[config.mk]
export PLATFORM = sky130hd
export DESIGN_NAME = dinit_seq
export DESIGN_NICKNAME = d
export VERILOG_FILES = /design/src/rtl/dinit_pkg.sv /design/src/rtl/dinit_hold_timer.sv /design/src/rtl/dinit_gap_timer.sv /design/src/rtl/dinit_ready_gate.sv /design/src/rtl/dinit_cmd_enc.sv /design/src/rtl/dinit_seq.sv
export SDC_FILE = /design/constraint.sdc
export NUM_CORES = 1
export LEC_CHECK = 0
export CELL_PAD_IN_SITES_DETAIL_PLACEMENT = 1
export CELL_PAD_IN_SITES_GLOBAL_PLACEMENT = 1
export CORE_ASPECT_RATIO = 0.7
export CORE_MARGIN = 3
export CORE_UTILIZATION = 32
export CTS_BUF_LIST = sky130_fd_sc_hd__clkbuf_16
export DETAILED_ROUTE_END_ITERATION = 10
export PLACE_DENSITY = 0.76
export SLEW_MARGIN = 20
export SYNTH_ARGS = -nofsm -noshare
export SYNTH_HDL_FRONTEND = slang
export SYNTH_SLANG_ARGS = --single-unit
export TNS_END_PERCENT = 20
[constraint.sdc]
create_clock -name clk_i -period 3.04 [get_ports clk_i]
set_clock_uncertainty 0.15 [all_clocks]
set_input_delay 0.608 -clock clk_i [delete_from_list [all_inputs] [get_ports clk_i]]
set_output_delay 0.608 -clock clk_i [all_outputs]
set_load 0.02 [all_outputs]
[src/rtl/dinit_pkg.sv]
package dinit_pkg;

  typedef enum logic [2:0] {
    CMD_DESL = 3'd0,
    CMD_RDA  = 3'd1,
    CMD_WRA  = 3'd2,
    CMD_MRS  = 3'd3,
    CMD_EMRS = 3'd4,
    CMD_REF  = 3'd5
  } cmd_e;

  typedef enum logic [1:0] {
    STEP_EMRS = 2'd0,
    STEP_MRS  = 2'd1,
    STEP_REF  = 2'd2
  } step_e;

  // order 0: ext, mode, refs; 1: mode, ext, refs; 2: refs, ext, mode
  function automatic step_e step_kind(int order, int num_ref, int idx);
    step_e k;
    case (order)
      1: k = (idx == 0) ? STEP_MRS : (idx == 1) ? STEP_EMRS : STEP_REF;
      2: k = (idx < num_ref) ? STEP_REF : (idx == num_ref) ? STEP_EMRS : STEP_MRS;
      default: k = (idx == 0) ? STEP_EMRS : (idx == 1) ? STEP_MRS : STEP_REF;
    endcase
    return k;
  endfunction

endpackage

[src/rtl/dinit_hold_timer.sv]
module dinit_hold_timer #(
  parameter int CYC = 80000
) (
  input  logic clk_i,
  input  logic rst_ni,
  input  logic en_i,
  output logic done_o
);
  localparam int CW = (CYC < 2) ? 1 : $clog2(CYC + 1);

  logic [CW-1:0] cnt_q;

  assign done_o = en_i && (cnt_q == CW'(CYC - 1));

  always_ff @(posedge clk_i or negedge rst_ni) begin
    if (!rst_ni)               cnt_q <= '0;
    else if (en_i && !done_o)  cnt_q <= cnt_q + 1'b1;
  end

endmodule

[src/rtl/dinit_gap_timer.sv]
module dinit_gap_timer #(
  parameter int TW = 8
) (
  input  logic          clk_i,
  input  logic          rst_ni,
  input  logic          load_i,
  input  logic          start_i,
  input  logic [TW-1:0] lim_i,
  output logic          done_o
);
  logic [TW-1:0] cnt_q;
  logic [TW:0]   cnt_inc;

  assign cnt_inc = {1'b0, cnt_q} + 1'b1;
  assign done_o  = cnt_inc >= {1'b0, lim_i};

  always_ff @(posedge clk_i or negedge rst_ni) begin
    if (!rst_ni)            cnt_q <= '0;
    else if (load_i)        cnt_q <= TW'(start_i);
    else if (~&cnt_q)       cnt_q <= cnt_q + 1'b1;
  end

endmodule

[src/rtl/dinit_ready_gate.sv]
module dinit_ready_gate #(
  parameter int DLY = 200
) (
  input  logic clk_i,
  input  logic rst_ni,
  input  logic arm_i,
  input  logic fin_i,
  output logic ready_o
);
  localparam int AGW = $clog2(DLY + 1);

  logic [AGW-1:0] age_q;
  logic           armed_q;

  always_ff @(posedge clk_i or negedge rst_ni) begin
    if (!rst_ni) begin
      age_q   <= '0;
      armed_q <= 1'b0;
    end else if (arm_i) begin
      age_q   <= AGW'(1);
      armed_q <= 1'b1;
    end else if (armed_q && age_q != AGW'(DLY)) begin
      age_q   <= age_q + 1'b1;
    end
  end

  assign ready_o = fin_i && armed_q && (age_q == AGW'(DLY));

  // ready can never follow the extended mode command in the next cycle
  assert_ready_not_early_R8: assert property (@(posedge clk_i) disable iff (!rst_ni)
    arm_i |=> !ready_o);

endmodule

[src/rtl/dinit_cmd_enc.sv]
module dinit_cmd_enc
  import dinit_pkg::*;
#(
  parameter int AW = 15
) (
  input  logic          first_i,
  input  logic          second_i,
  input  step_e         kind_i,
  input  logic [AW-1:0] emrs_op_i,
  input  logic [AW-1:0] mrs_op_i,
  output cmd_e          cmd_o,
  output logic [AW-1:0] addr_o
);
  always_comb begin
    cmd_o  = CMD_DESL;
    addr_o = '0;
    if (first_i) begin
      cmd_o = (kind_i == STEP_REF) ? CMD_WRA : CMD_RDA;
    end else if (second_i) begin
      case (kind_i)
        STEP_EMRS: begin cmd_o = CMD_EMRS; addr_o = emrs_op_i; end
        STEP_MRS:  begin cmd_o = CMD_MRS;  addr_o = mrs_op_i;  end
        default:         cmd_o = CMD_REF;
      endcase
    end
  end

endmodule

[src/rtl/dinit_seq.sv]
module dinit_seq
  import dinit_pkg::*;
#(
  parameter int CLK_PERIOD_PS = 2500,
  parameter int STABLE_US     = 200,
  parameter int READY_DLY     = 200,
  parameter int NUM_REF       = 2,
  parameter int ORDER         = 0,
  parameter int TW            = 8,
  parameter int AW            = 15
) (
  input  logic          clk_i,
  input  logic          rst_ni,
  input  logic [TW-1:0] t_pdex_i,
  input  logic [TW-1:0] t_rsc_i,
  input  logic [TW-1:0] t_refc_i,
  input  logic [AW-1:0] emrs_op_i,
  input  logic [AW-1:0] mrs_op_i,
  output logic [2:0]    cmd_o,
  output logic [AW-1:0] addr_o,
  output logic          pd_o,
  output logic          ready_o
);
  localparam int STABLE_CYC = (STABLE_US * 1000000 + CLK_PERIOD_PS - 1) / CLK_PERIOD_PS;
  localparam int NUM_STEPS  = NUM_REF + 2;
  localparam int SW         = $clog2(NUM_STEPS);

  typedef enum logic [2:0] {
    ST_HOLD, ST_PDEX, ST_CMD1, ST_CMD2, ST_GAP, ST_FIN
  } state_e;

  state_e        state_q, state_d;
  logic [SW-1:0] step_q, step_d;
  step_e         kind;
  logic          last_step, adv;
  logic          hold_done, tmr_done, tmr_load, tmr_start;
  logic [TW-1:0] pdex_lim, rsc_lim, refc_lim, gap_lim, tmr_lim;
  cmd_e          cmd;

  assign kind      = step_kind(ORDER, NUM_REF, int'(step_q));
  assign last_step = (step_q == SW'(NUM_STEPS - 1));

  // zero timing means one cycle
  assign pdex_lim = (t_pdex_i == '0) ? TW'(1) : t_pdex_i;
  assign rsc_lim  = (t_rsc_i  == '0) ? TW'(1) : t_rsc_i;
  assign refc_lim = (t_refc_i == '0) ? TW'(1) : t_refc_i;
  assign gap_lim  = (kind == STEP_REF) ? refc_lim : rsc_lim;
  assign tmr_lim  = (state_q == ST_PDEX) ? pdex_lim : gap_lim;

  dinit_hold_timer #(.CYC(STABLE_CYC)) u_hold (
    .clk_i  (clk_i),
    .rst_ni (rst_ni),
    .en_i   (state_q == ST_HOLD),
    .done_o (hold_done)
  );

  dinit_gap_timer #(.TW(TW)) u_gap (
    .clk_i   (clk_i),
    .rst_ni  (rst_ni),
    .load_i  (tmr_load),
    .start_i (tmr_start),
    .lim_i   (tmr_lim),
    .done_o  (tmr_done)
  );

  dinit_ready_gate #(.DLY(READY_DLY)) u_ready (
    .clk_i   (clk_i),
    .rst_ni  (rst_ni),
    .arm_i   (state_q == ST_CMD2 && kind == STEP_EMRS),
    .fin_i   (state_q == ST_FIN),
    .ready_o (ready_o)
  );

  dinit_cmd_enc #(.AW(AW)) u_enc (
    .first_i   (state_q == ST_CMD1),
    .second_i  (state_q == ST_CMD2),
    .kind_i    (kind),
    .emrs_op_i (emrs_op_i),
    .mrs_op_i  (mrs_op_i),
    .cmd_o     (cmd),
    .addr_o    (addr_o)
  );

  assign cmd_o = cmd;
  assign pd_o  = (state_q != ST_HOLD);

  always_comb begin
    state_d   = state_q;
    step_d    = step_q;
    tmr_load  = 1'b0;
    tmr_start = 1'b0;
    adv       = 1'b0;
    case (state_q)
      ST_HOLD: if (hold_done) begin
        state_d  = ST_PDEX;
        tmr_load = 1'b1;
      end
      ST_PDEX: if (tmr_done) state_d = ST_CMD1;
      ST_CMD1: state_d = ST_CMD2;
      ST_CMD2: begin
        if (gap_lim == TW'(1)) begin
          adv = 1'b1;
        end else begin
          state_d   = ST_GAP;
          tmr_load  = 1'b1;
          tmr_start = 1'b1;
        end
      end
      ST_GAP: if (tmr_done) adv = 1'b1;
      ST_FIN: ;
      default: state_d = ST_HOLD;
    endcase
    if (adv) begin
      if (last_step) begin
        state_d = ST_FIN;
      end else begin
        state_d = ST_CMD1;
        step_d  = step_q + 1'b1;
      end
    end
  end

  always_ff @(posedge clk_i or negedge rst_ni) begin
    if (!rst_ni) begin
      state_q <= ST_HOLD;
      step_q  <= '0;
    end else begin
      state_q <= state_d;
      step_q  <= step_d;
    end
  end

  assert_quiet_in_hold_R1: assert property (@(posedge clk_i) disable iff (!rst_ni)
    !pd_o |-> (cmd_o == CMD_DESL && !ready_o));

  assert_pd_sticky_R2: assert property (@(posedge clk_i) disable iff (!rst_ni)
    pd_o |=> pd_o);

  assert_cmd_legal_R3: assert property (@(posedge clk_i) disable iff (!rst_ni)
    cmd_o <= CMD_REF);

  assert_mode_pair_R4: assert property (@(posedge clk_i) disable iff (!rst_ni)
    cmd_o == CMD_RDA |=> (cmd_o == CMD_MRS || cmd_o == CMD_EMRS));

  assert_ref_pair_R5: assert property (@(posedge clk_i) disable iff (!rst_ni)
    cmd_o == CMD_WRA |=> cmd_o == CMD_REF);

  assert_ready_sticky_R8: assert property (@(posedge clk_i) disable iff (!rst_ni)
    ready_o |=> (ready_o && cmd_o == CMD_DESL));

endmodule

### Word level (Yosys, flattened, before mapping)

Cells that the tools add are included.

| storage, ports and cells | value |
|---|---|
| register bits after elaboration | 39 |
| bits of input ports | 56 |
| word-level logic and storage cells | 81 |

| operators by class | value |
|---|---|
| add/subtract/negate cells | 5 |
| order comparisons | 1 |
| equality and inequality tests | 18 |
| multiplexer cells | 31 |
| bitwise logic cells | 1 |
| reductions and logical operators | 19 |

Operators with widths:

| operator | number |
|---|---|
| 8-bit two-way mux | 9 |
| 15-bit two-way mux | 2 |
| 15-bit case mux with 2 select lines | 1 |
| 8-bit logical NOT | 3 |
| 3-bit two-way mux | 7 |
| 17-bit by 1-bit adder with 17-bit output, second input constant | 1 |
| 17-bit == test, second input constant | 1 |
| 8-bit by 1-bit adder with 8-bit output, second input constant | 2 |
| 3-bit case mux with 5 select lines | 1 |
| 8-bit by 1-bit adder with 9-bit output, second input constant | 1 |
| 9-bit by 8-bit >= comparator with 1-bit output | 1 |
| 3-bit != test, second input constant | 3 |
| 8-bit by 1-bit == test with 1-bit output, second input constant | 1 |
| 8-bit == test, second input constant | 1 |
| 8-bit != test, second input constant | 1 |
| 8-bit AND reduction | 1 |
| 2-bit == test, second input constant | 3 |
| 3-bit by 2-bit == test with 1-bit output, second input constant | 2 |
| 3-bit == test, second input constant | 2 |
| 1-bit logical AND | 6 |
| 2-bit two-way mux | 3 |
| 3-bit case mux with 2 select lines | 1 |
| 1-bit two-way mux | 5 |
| 2-bit logical NOT | 2 |
| other kinds (14) | 15 |

### Depth between registers and ports, before layout

Gate-level depths: netlist (run 1).

| depth | value |
|---|---|
| depth in word-level cells | 11 |
| gate-level depth with buffers | 14 |
| depth with buffers taken out | 13 |

### By module

From an unflattened synthesis (run 1), not the netlist that was laid out.

| second synthesis, totals | value |
|---|---|
| cells, all modules | 331 |
| area, all modules | 3,012.9 um^2 |

Modules (own cells, without submodules):

| module | times used | cells an instance | area each (um^2) | sequential area each (um^2) |
|---|---|---|---|---|
| dinit_hold_timer | 1 | 76 | 829.5 | 425.4 |
| dinit_seq | 1 | 90 | 733.2 | 125.1 |
| dinit_gap_timer | 1 | 72 | 644.4 | 200.2 |
| dinit_ready_gate | 1 | 51 | 501.7 | 225.2 |
| dinit_cmd_enc | 1 | 42 | 304.0 | 0.0 |

### Least setup slack after synthesis (run 1)

No wires, ideal clock.

| path | value |
|---|---|
| path kind | input port to flip-flop |
| start | input t_rsc_i[4] |
| end | register step_q[1] |
| setup time | 0.125 ns |
| data arrival time | 2.786 ns |
| required time | 2.765 ns |
| setup slack | -0.021 ns |
| stages | 11 |
| path buffers | 0 |
| cell sequence | or4_4 -> nor4_4 -> o31ai_1 -> o21ai_0 -> ha_1 -> nor2b_1 -> o21ai_0 -> nand3_1 -> and4_4 -> o32a_2 -> mux2_4 |

| on the way | value |
|---|---|
| longest elaborated chain between the ends | 8 |
| elaborated cells on any way between the ends | 10 |
| classes of those cells | order compare (1); eq/ne (1); mux (6); reduce/logical (2) |

Ends and longest elaborated chain:

| what | RTL line | text |
|---|---|---|
| start: declaration | dinit_seq.sv:15 | `input logic [TW-1:0] t_rsc_i,` |
| 8-bit logical NOT | dinit_seq.sv:45 | `assign rsc_lim = (t_rsc_i == '0) ? TW'(1) : t_rsc_i;` |
| 8-bit two-way mux (*) | dinit_seq.sv:45 |  |
| 8-bit two-way mux (*) | dinit_seq.sv:47 | `assign gap_lim = (kind == STEP_REF) ? refc_lim : rsc_lim;` |
| 8-bit two-way mux | dinit_seq.sv:48 | `assign tmr_lim = (state_q == ST_PDEX) ? pdex_lim : gap_lim;` |
| 9-bit by 8-bit >= comparator with 1-bit output | dinit_gap_timer.sv:15 | `assign done_o = cnt_inc >= {1'b0, lim_i};` |
| 1-bit two-way mux | dinit_seq.sv:109 | `ST_GAP: if (tmr_done) adv = 1'b1;` |
| 1-bit case mux with 2 select lines (*) | dinit_seq.sv:93 | `case (state_q)` |
| 2-bit AND reduction (no line) (*) | - |  |
| end signal: assignment | dinit_seq.sv:129 | `step_q <= step_d;` |
| end: declaration | dinit_seq.sv:33 | `logic [SW-1:0] step_q, step_d;` |

Every way passes the cells marked *; elsewhere a longest branch is shown, timed or not.
A chain may end at the register's enable or synchronous reset.

### Worst setup path in the final report (run 1)

| path | value |
|---|---|
| start | register step_q[0] |
| end | register step_q[1] |

| on the way | value |
|---|---|
| longest elaborated chain between the ends | 10 |
| elaborated cells on any way between the ends | 16 |
| classes of those cells | add/sub (1); order compare (1); eq/ne (4); mux (7); bitwise (1); reduce/logical (2) |

Ends and longest elaborated chain:

| what | RTL line | text |
|---|---|---|
| 2-bit == test | dinit_pkg.sv:24 | `default: k = (idx == 0) ? STEP_EMRS : (idx == 1) ? STEP_MRS : STEP_REF;` |
| 2-bit two-way mux (2 in a row) | dinit_pkg.sv:24 |  |
| 2-bit == test | dinit_seq.sv:47 |  |
| 8-bit two-way mux | dinit_seq.sv:47 |  |
| 8-bit two-way mux | dinit_seq.sv:48 |  |
| 9-bit by 8-bit >= comparator with 1-bit output | dinit_gap_timer.sv:15 |  |
| 1-bit two-way mux | dinit_seq.sv:109 |  |
| 1-bit case mux with 2 select lines | dinit_seq.sv:93 |  |
| 2-bit AND reduction (no line) | - |  |

Parallel ways exist; a longest one is shown, timed or not.

==> flow_metrics.env, run 1 <==
export IMPL_fillers=900
export IMPL_fmax_mhz=337
export IMPL_numClockSinks=39
export IMPL_finalHoldViolations=0
export IMPL_clock_latency_ns=0.28
export IMPL_ys_seq_elements=39
export IMPL_yosys_top_cells_count="39 x dfrtp_1, 32 x nand2_1, 26 x a21oi_1"
export IMPL_root_buffer="clkbuf_16"
export IMPL_postSynthAreaPerCell_um2=9.37
export IMPL_fin_nets=454
export IMPL_setup_ws_ns=0.0721
export IMPL_arrival_ns=2.98
export IMPL_cts_tree="yes"
export IMPL_drtAntennaViolNets=0
export IMPL_synth_edf_count=0
export IMPL_drt_vias_per_instance=5.06
export IMPL_final_cells=485
export IMPL_clockBufferDepth=2
export IMPL_hold_path_class="input pin to asynchronous set/reset pin"
export IMPL_die_w_um=114
export IMPL_fin_crit_ns=2.97
export IMPL_gp_congestion=0.755
export IMPL_cts_buffers=5
export IMPL_tightest_slew_ns=0.877
export IMPL_synthCells=281
export IMPL_async_flop_share_pct=100
export IMPL_dr_pass1_iters=4
export IMPL_grt_max_degree=40
export IMPL_grt_pass1_vias=2490
export IMPL_antennaDiodeCount=0
export IMPL_leakage_uw=0.00186
export IMPL_critPathLaunchType="flop"
export IMPL_syn_to_final_growth_pct=49.5
export IMPL_finalCritPeriodShare_pct=97.6
export IMPL_drive_gt1_share_pct=21.1
export IMPL_vdd_drop_max_mv=0.298
export IMPL_crit_type="flop to flop"
export IMPL_yosysTopAreaCell="dfrtp_1"
export IMPL_hold_ws_ns=0.293
export IMPL_wire_per_inst_um=15.8
export IMPL_first_iter_violations=83
export IMPL_outcome="completed"
export IMPL_dpl_hpwl_mm=5.83
export IMPL_die_area_um2=9370
export IMPL_synthDistinctLibCells=49
export IMPL_grt_pass1_wl_mm=12.2
export IMPL_synthTopCellsByArea="dfrtp_1 37%, ha_1 7.1%, xnor2_1 5.3%"
export IMPL_io_buffer_count=75
export IMPL_die_h_um=81.9
export IMPL_grt_ovfl_total=0
export IMPL_yosys_area_top_type_share_pct=37.1
export IMPL_p_per_area_nw_per_um2=727
export IMPL_io_pins=76
export IMPL_yosysMostFrequentCell="dfrtp_1"
export IMPL_track_usage_pct=16.0
export IMPL_synth_net_count=352
export IMPL_grt_antenna_before_repair=0
export IMPL_ctsHoldBuffers=0
export IMPL_crit_required_ns=3.06
export IMPL_vias=2452
export IMPL_core_um2=7940
export IMPL_stdcell_area_um2=3940
export IMPL_htree_levels=2
export IMPL_endpoint_kind="flop"
export IMPL_yosysSeqAreaShare_pct=37.1
export IMPL_syn_area_um2=2630
export IMPL_dpl_worst_slack_ns=-0.577
export IMPL_start_util_pct=33.2
export IMPL_drc_errors=0
export IMPL_cap_violations=0
export IMPL_wl_mm=7.64
export IMPL_ys_flop_type="dfrtp_1"
export IMPL_place_inst=470
export IMPL_setup_violations=0
export IMPL_placed_area_um2=3620
export IMPL_slew_headroom_pct=41.6
export IMPL_num_rows=27
export IMPL_cp_max_fo=4
export IMPL_ys_warn_count=0
export IMPL_maxSlewViolCount=0
export IMPL_path_clk_slew_ns=0.06
==> layout by cell type, fill, tap and decap left out, types with 7 or more instances in the layout <==
cell type / n
a21oi_1: 23
a22o_1: 15
buf_4: 26
clkdlybuf4s50_1: 54
dfrtp_1: 35
dlygate4sd2_1: 7
dlymetal6s2s_1: 10
ha_1: 13
inv_1: 11
nand2_1: 32
nand3_1: 10
nor2_1: 19
xnor2_1: 16
xor2_1: 13
==> sequential cells by signal (all words and copies together), names as in the netlist <==
signal           flops
u_gap.cnt_q          8
step_q               2
u_hold.cnt_q        17
u_ready.armed_q      1
state_q              3
u_ready.age_q        8
==> routing by layer <==
metal / vias to the layer above / track usage [%] / part of all wire (%)
met1: 1189 / 22.5 / 49
met3: 5 / 3.90 / 6.6
li1: 1194 / - / -
met5: - / 0 / 0
met2: 64 / 25.4 / 44
met4: 0 / 2.85 / 0.37
==> cell type report <==
| class | instances | area (um2) | share of cell area (%) |
|---|---|---|---|
| Sequential cell | 39 | 981 | 24.9 |
| Clock inverter | 3 | 11.3 | 0.286 |
| Timing Repair Buffer | 103 | 958 | 24.3 |
| Clock buffer | 5 | 125 | 3.18 |
| Tap cell | 101 | 126 | 3.21 |
| Multi-Input combinational cell | 222 | 1690 | 42.9 |
| Inverter | 12 | 45.0 | 1.14 |
==> critical path, stage by stage, from the launching register on <==
cell	delay (ns)
dfrtp_2	0.44
inv_2	0.09
ha_4	0.16
nor2_2	0.06
buf_2	0.14
buf_4	0.14
o31ai_4	0.24
o21ai_1	0.09
ha_1	0.28
nor2b_1	0.04
o21ai_1	0.14
nand3_1	0.09
and4_4	0.15
o32a_4	0.36
mux2_4	0.29
==> worst paths after layout <==
kind | startpoint | end | slack (ns) | cells after the start
max in group asynchronous | rst_ni | u_gap.cnt_q[0] | 1.84 | 1
min in group clk_i | u_hold.cnt_q[5] | u_hold.cnt_q[5] | 0.34 | 1
hold reg to reg | u_hold.cnt_q[5] | u_hold.cnt_q[5] | 0.34 | 1
setup reg to reg | step_q[0] | step_q[1] | 0.07 | 14
hold / removal | rst_ni | u_ready.armed_q | 0.29 | 1
setup / recovery | step_q[0] | step_q[1] | 0.07 | 14
==> timing repair <==
| item | 4_1_cts | 5_1_grt |
|---|---|---|
| pin swaps | 11 | 13 |
| gates resized for setup | 19 | 41 |
| gates cloned | 0 | 1 |
| endpoints found under the setup margin | 8 | 20 |
| setup buffers | 2 | 4 |
==> stage by stage <==
stage               power, uW  setup TNS (ns)  util (%)
global route             3130         -0.0272      49.6
CTS                      2710       -0.000661      47.8
global placement         2110           -1.89      45.7
detailed placement       2180           -2.51      45.7
floorplan                1690         -0.0210         -
finish                   2860               0      49.6
==> power by group <==
part	total [uW]	switching [uW]	internal [uW]
clock network	489	194	295
logic	1550	781	764
registers	829	164	665
==> logic make-up (layout without fill, tap and decap cells) <==
family	Yosys count	in the layout	share of synthesized area, %
AO/OA/AOI/OAI	58	58	14.4
XOR/XNOR	30	30	10.3
adder cells (fa/ha/maj)	15	15	7.13
buffers and inverters	20	123	3.18
flip-flops	39	39	37.1
multiplexers	5	5	2.14
AND/OR/NAND/NOR	114	114	25.8
Power figures use the tool's default switching activity.
==> inputs of run 2 (changes only) <==
--- a/config.mk
+++ b/config.mk
@@ -13,7 +13,6 @@
 export CTS_BUF_LIST = sky130_fd_sc_hd__clkbuf_16
 export DETAILED_ROUTE_END_ITERATION = 10
 export PLACE_DENSITY = 0.76
-export SLEW_MARGIN = 20
 export SYNTH_ARGS = -nofsm -noshare
 export SYNTH_HDL_FRONTEND = slang
 export SYNTH_SLANG_ARGS = --single-unit
==> results of run 2 <==
Same layout as run 1: the final DEF is identical, and so are final timing and power.
==> inputs of run 3 (changes only) <==
--- a/config.mk
+++ b/config.mk
@@ -11,8 +11,10 @@
 export CORE_MARGIN = 3
 export CORE_UTILIZATION = 32
 export CTS_BUF_LIST = sky130_fd_sc_hd__clkbuf_16
+export CTS_CLUSTER_SIZE = 14
 export DETAILED_ROUTE_END_ITERATION = 10
 export PLACE_DENSITY = 0.76
+export SKIP_CTS_REPAIR_TIMING = 1
 export SYNTH_ARGS = -nofsm -noshare
 export SYNTH_HDL_FRONTEND = slang
 export SYNTH_SLANG_ARGS = --single-unit
==> run 3 against run 2 <==
  * Sequential share of layout area is 0.19 points higher
  * Clock power hardly changed
  * Flip-flop and latch count stayed put
  * Via count is 0.98% lower
  * Combinational power is 5% lower
  * Setup slack better by 0.037 ns
  * Fmax is 1.2% higher
  * Total power is 2.5% lower
  * Critical path type is now flop to primary output
  * Highest routed layer unchanged
==> flow_metrics.env, run 3 (synthesized netlist as in run 1, its figures left out) <==
export IMPL_outcome="completed"
export IMPL_hold_path_class="input pin to asynchronous set/reset pin"
export IMPL_placed_area_um2=3620
export IMPL_start_util_pct=33.2
export IMPL_grt_max_degree=40
export IMPL_cts_buffers=5
export IMPL_die_w_um=114
export IMPL_critPathSlowestCell="clkdlybuf4s50_1"
export IMPL_path_cells="inv_1 > ha_2 > buf_4 > and2_1 > buf_4 > a22o_1 > clkdlybuf4s50_1"
export IMPL_grt_pass1_wl_mm=12.2
export IMPL_htree_levels=2
export IMPL_numClockSinks=39
export IMPL_r2r_end="step_q[1]"
export IMPL_endpoint_kind="primary output"
export IMPL_dpl_hpwl_mm=5.83
export IMPL_dpl_worst_slack_ns=-0.577
export IMPL_arrival_ns=2.17
export IMPL_rrSetupSlack_ns=0.11
export IMPL_io_buffer_count=75
export IMPL_clockBufferDepth=2
export IMPL_gp_congestion=0.755
export IMPL_final_cell_mix="56 x clkdlybuf4s50_1, 37 x dfrtp_1, 32 x nand2_1"
export IMPL_largest_reg_flops=17
export IMPL_drive_gt1_share_pct=17.9
export IMPL_first_iter_violations=78
export IMPL_place_inst=470
export IMPL_layout_commonest_cell="clkdlybuf4s50_1"
export IMPL_wl_mm=7.39
export IMPL_fin_nets=450
export IMPL_setup_violations=0
export IMPL_crit_family="buffers and inverters"
export IMPL_path_clk_slew_ns=0.06
export IMPL_antennaDiodeCount=0
export IMPL_grt_antenna_before_repair=0
export IMPL_reg2reg_from="step_q[1]"
export IMPL_setup_tns_ns=0
export IMPL_die_area_um2=9370
export IMPL_maxSlewViolCount=0
export IMPL_leakage_uw=0.00188
export IMPL_crit_top_cell="buf_4"
export IMPL_p_per_area_nw_per_um2=716
export IMPL_drc_errors=0
export IMPL_cap_violations=0
export IMPL_root_buffer="clkbuf_16"
export IMPL_grt_pass1_vias=2470
export IMPL_clock_latency_ns=0.28
export IMPL_grt_ovfl_total=0
export IMPL_fin_crit_ns=2.93
export IMPL_cpPeakStageDelay_ns=0.60
export IMPL_die_h_um=81.9
export IMPL_finalCritPeriodShare_pct=96.4
export IMPL_rr_worst_depth=13
export IMPL_vias=2428
export IMPL_top_register="u_hold.cnt_q"
export IMPL_vdd_drop_max_mv=0.300
export IMPL_core_um2=7940
export IMPL_grt_setup_unrepaired="yes"
export IMPL_drt_vias_per_instance=5.05
export IMPL_crit_buf_inv=4
export IMPL_wire_per_inst_um=15.4
export IMPL_fmax_mhz=341
export IMPL_finalHoldViolations=0
export IMPL_slew_headroom_pct=42.0
export IMPL_drtAntennaViolNets=0
export IMPL_fillers=900
export IMPL_track_usage_pct=16.0
export IMPL_final_cells=481
export IMPL_cp_depth=7
export IMPL_reg_top3="u_hold.cnt_q: 17 flops, u_gap.cnt_q: 8 flops, u_ready.age_q: 8 flops"
export IMPL_io_pins=76
export IMPL_crit_type="flop to primary output"
export IMPL_cts_tree="yes"
export IMPL_cp_max_fo=15
export IMPL_stdcell_area_um2=3900
export IMPL_syn_to_final_growth_pct=47.9
export IMPL_critPathLaunchType="flop"
export IMPL_dr_pass1_iters=4
export IMPL_hold_ws_ns=0.290
export IMPL_num_rows=27
export IMPL_crit_required_ns=2.28
export IMPL_setup_ws_ns=0.109
export IMPL_tightest_slew_ns=0.870
run 3: through the flow:
stage | power, uW | util [%]
floorplan | 1690 | -
global placement | 2110 | 45.7
detailed placement | 2180 | 45.7
CTS | 2690 | 47.4
global route | 3060 | 49.1
finish | 2790 | 49.1
run 3: final cells by class:
type / instances / area (um2) / share of cell area (%)
flip-flops and latches: 39 / 978 / 25.1
multi-input cells: 222 / 1650 / 42.3
well taps: 101 / 126 / 3.24
repair buffers: 99 / 963 / 24.7
clock buffers: 5 / 125 / 3.21
clock inverters: 3 / 11.3 / 0.289
inverters: 12 / 45.0 / 1.16
run 3: power breakdown:
part / switching [uW] / internal (uW)
logic: 746 / 736
clock network: 193 / 295
registers: 158 / 662
total: 1100 / 1690
run 3: worst max path at each step:
stage / startpoint / endpoint / slack [ns]
2_1_floorplan: t_rsc_i[4] / step_q[1] / -0.02
3_3_place_gp: t_rsc_i[4] / step_q[1] / -0.45
3_5_place_dp: t_rsc_i[4] / step_q[1] / -0.58
4_1_cts: t_rsc_i[4] / step_q[1] / -0.28
5_1_grt: step_q[1] / step_q[1] / -0.05
6_report: step_q[1] / addr_o[10] / 0.11
run 3: worst reg2reg max path, cell delays in order (launching register included):
cell and delay, ns:
dfrtp_1 0.38, inv_1 0.08, ha_2 0.20, nor2_1 0.12
buf_4 0.19, nand2_1 0.07, a21oi_1 0.15, a21oi_1 0.06
ha_1 0.30, and4_4 0.24, a21oi_1 0.07, and4_4 0.20
o32a_4 0.32, mux2_4 0.30
run 3: per-layer routing:
layer | vias up | share of wire (%) | GRT usage [%]
li1 | 1183 | - | -
met1 | 1180 | 49 | 22.5
met2 | 60 | 44 | 25.1
met3 | 5 | 6.6 | 3.90
met4 | 0 | 0.39 | 2.85
met5 | - | 0 | 0
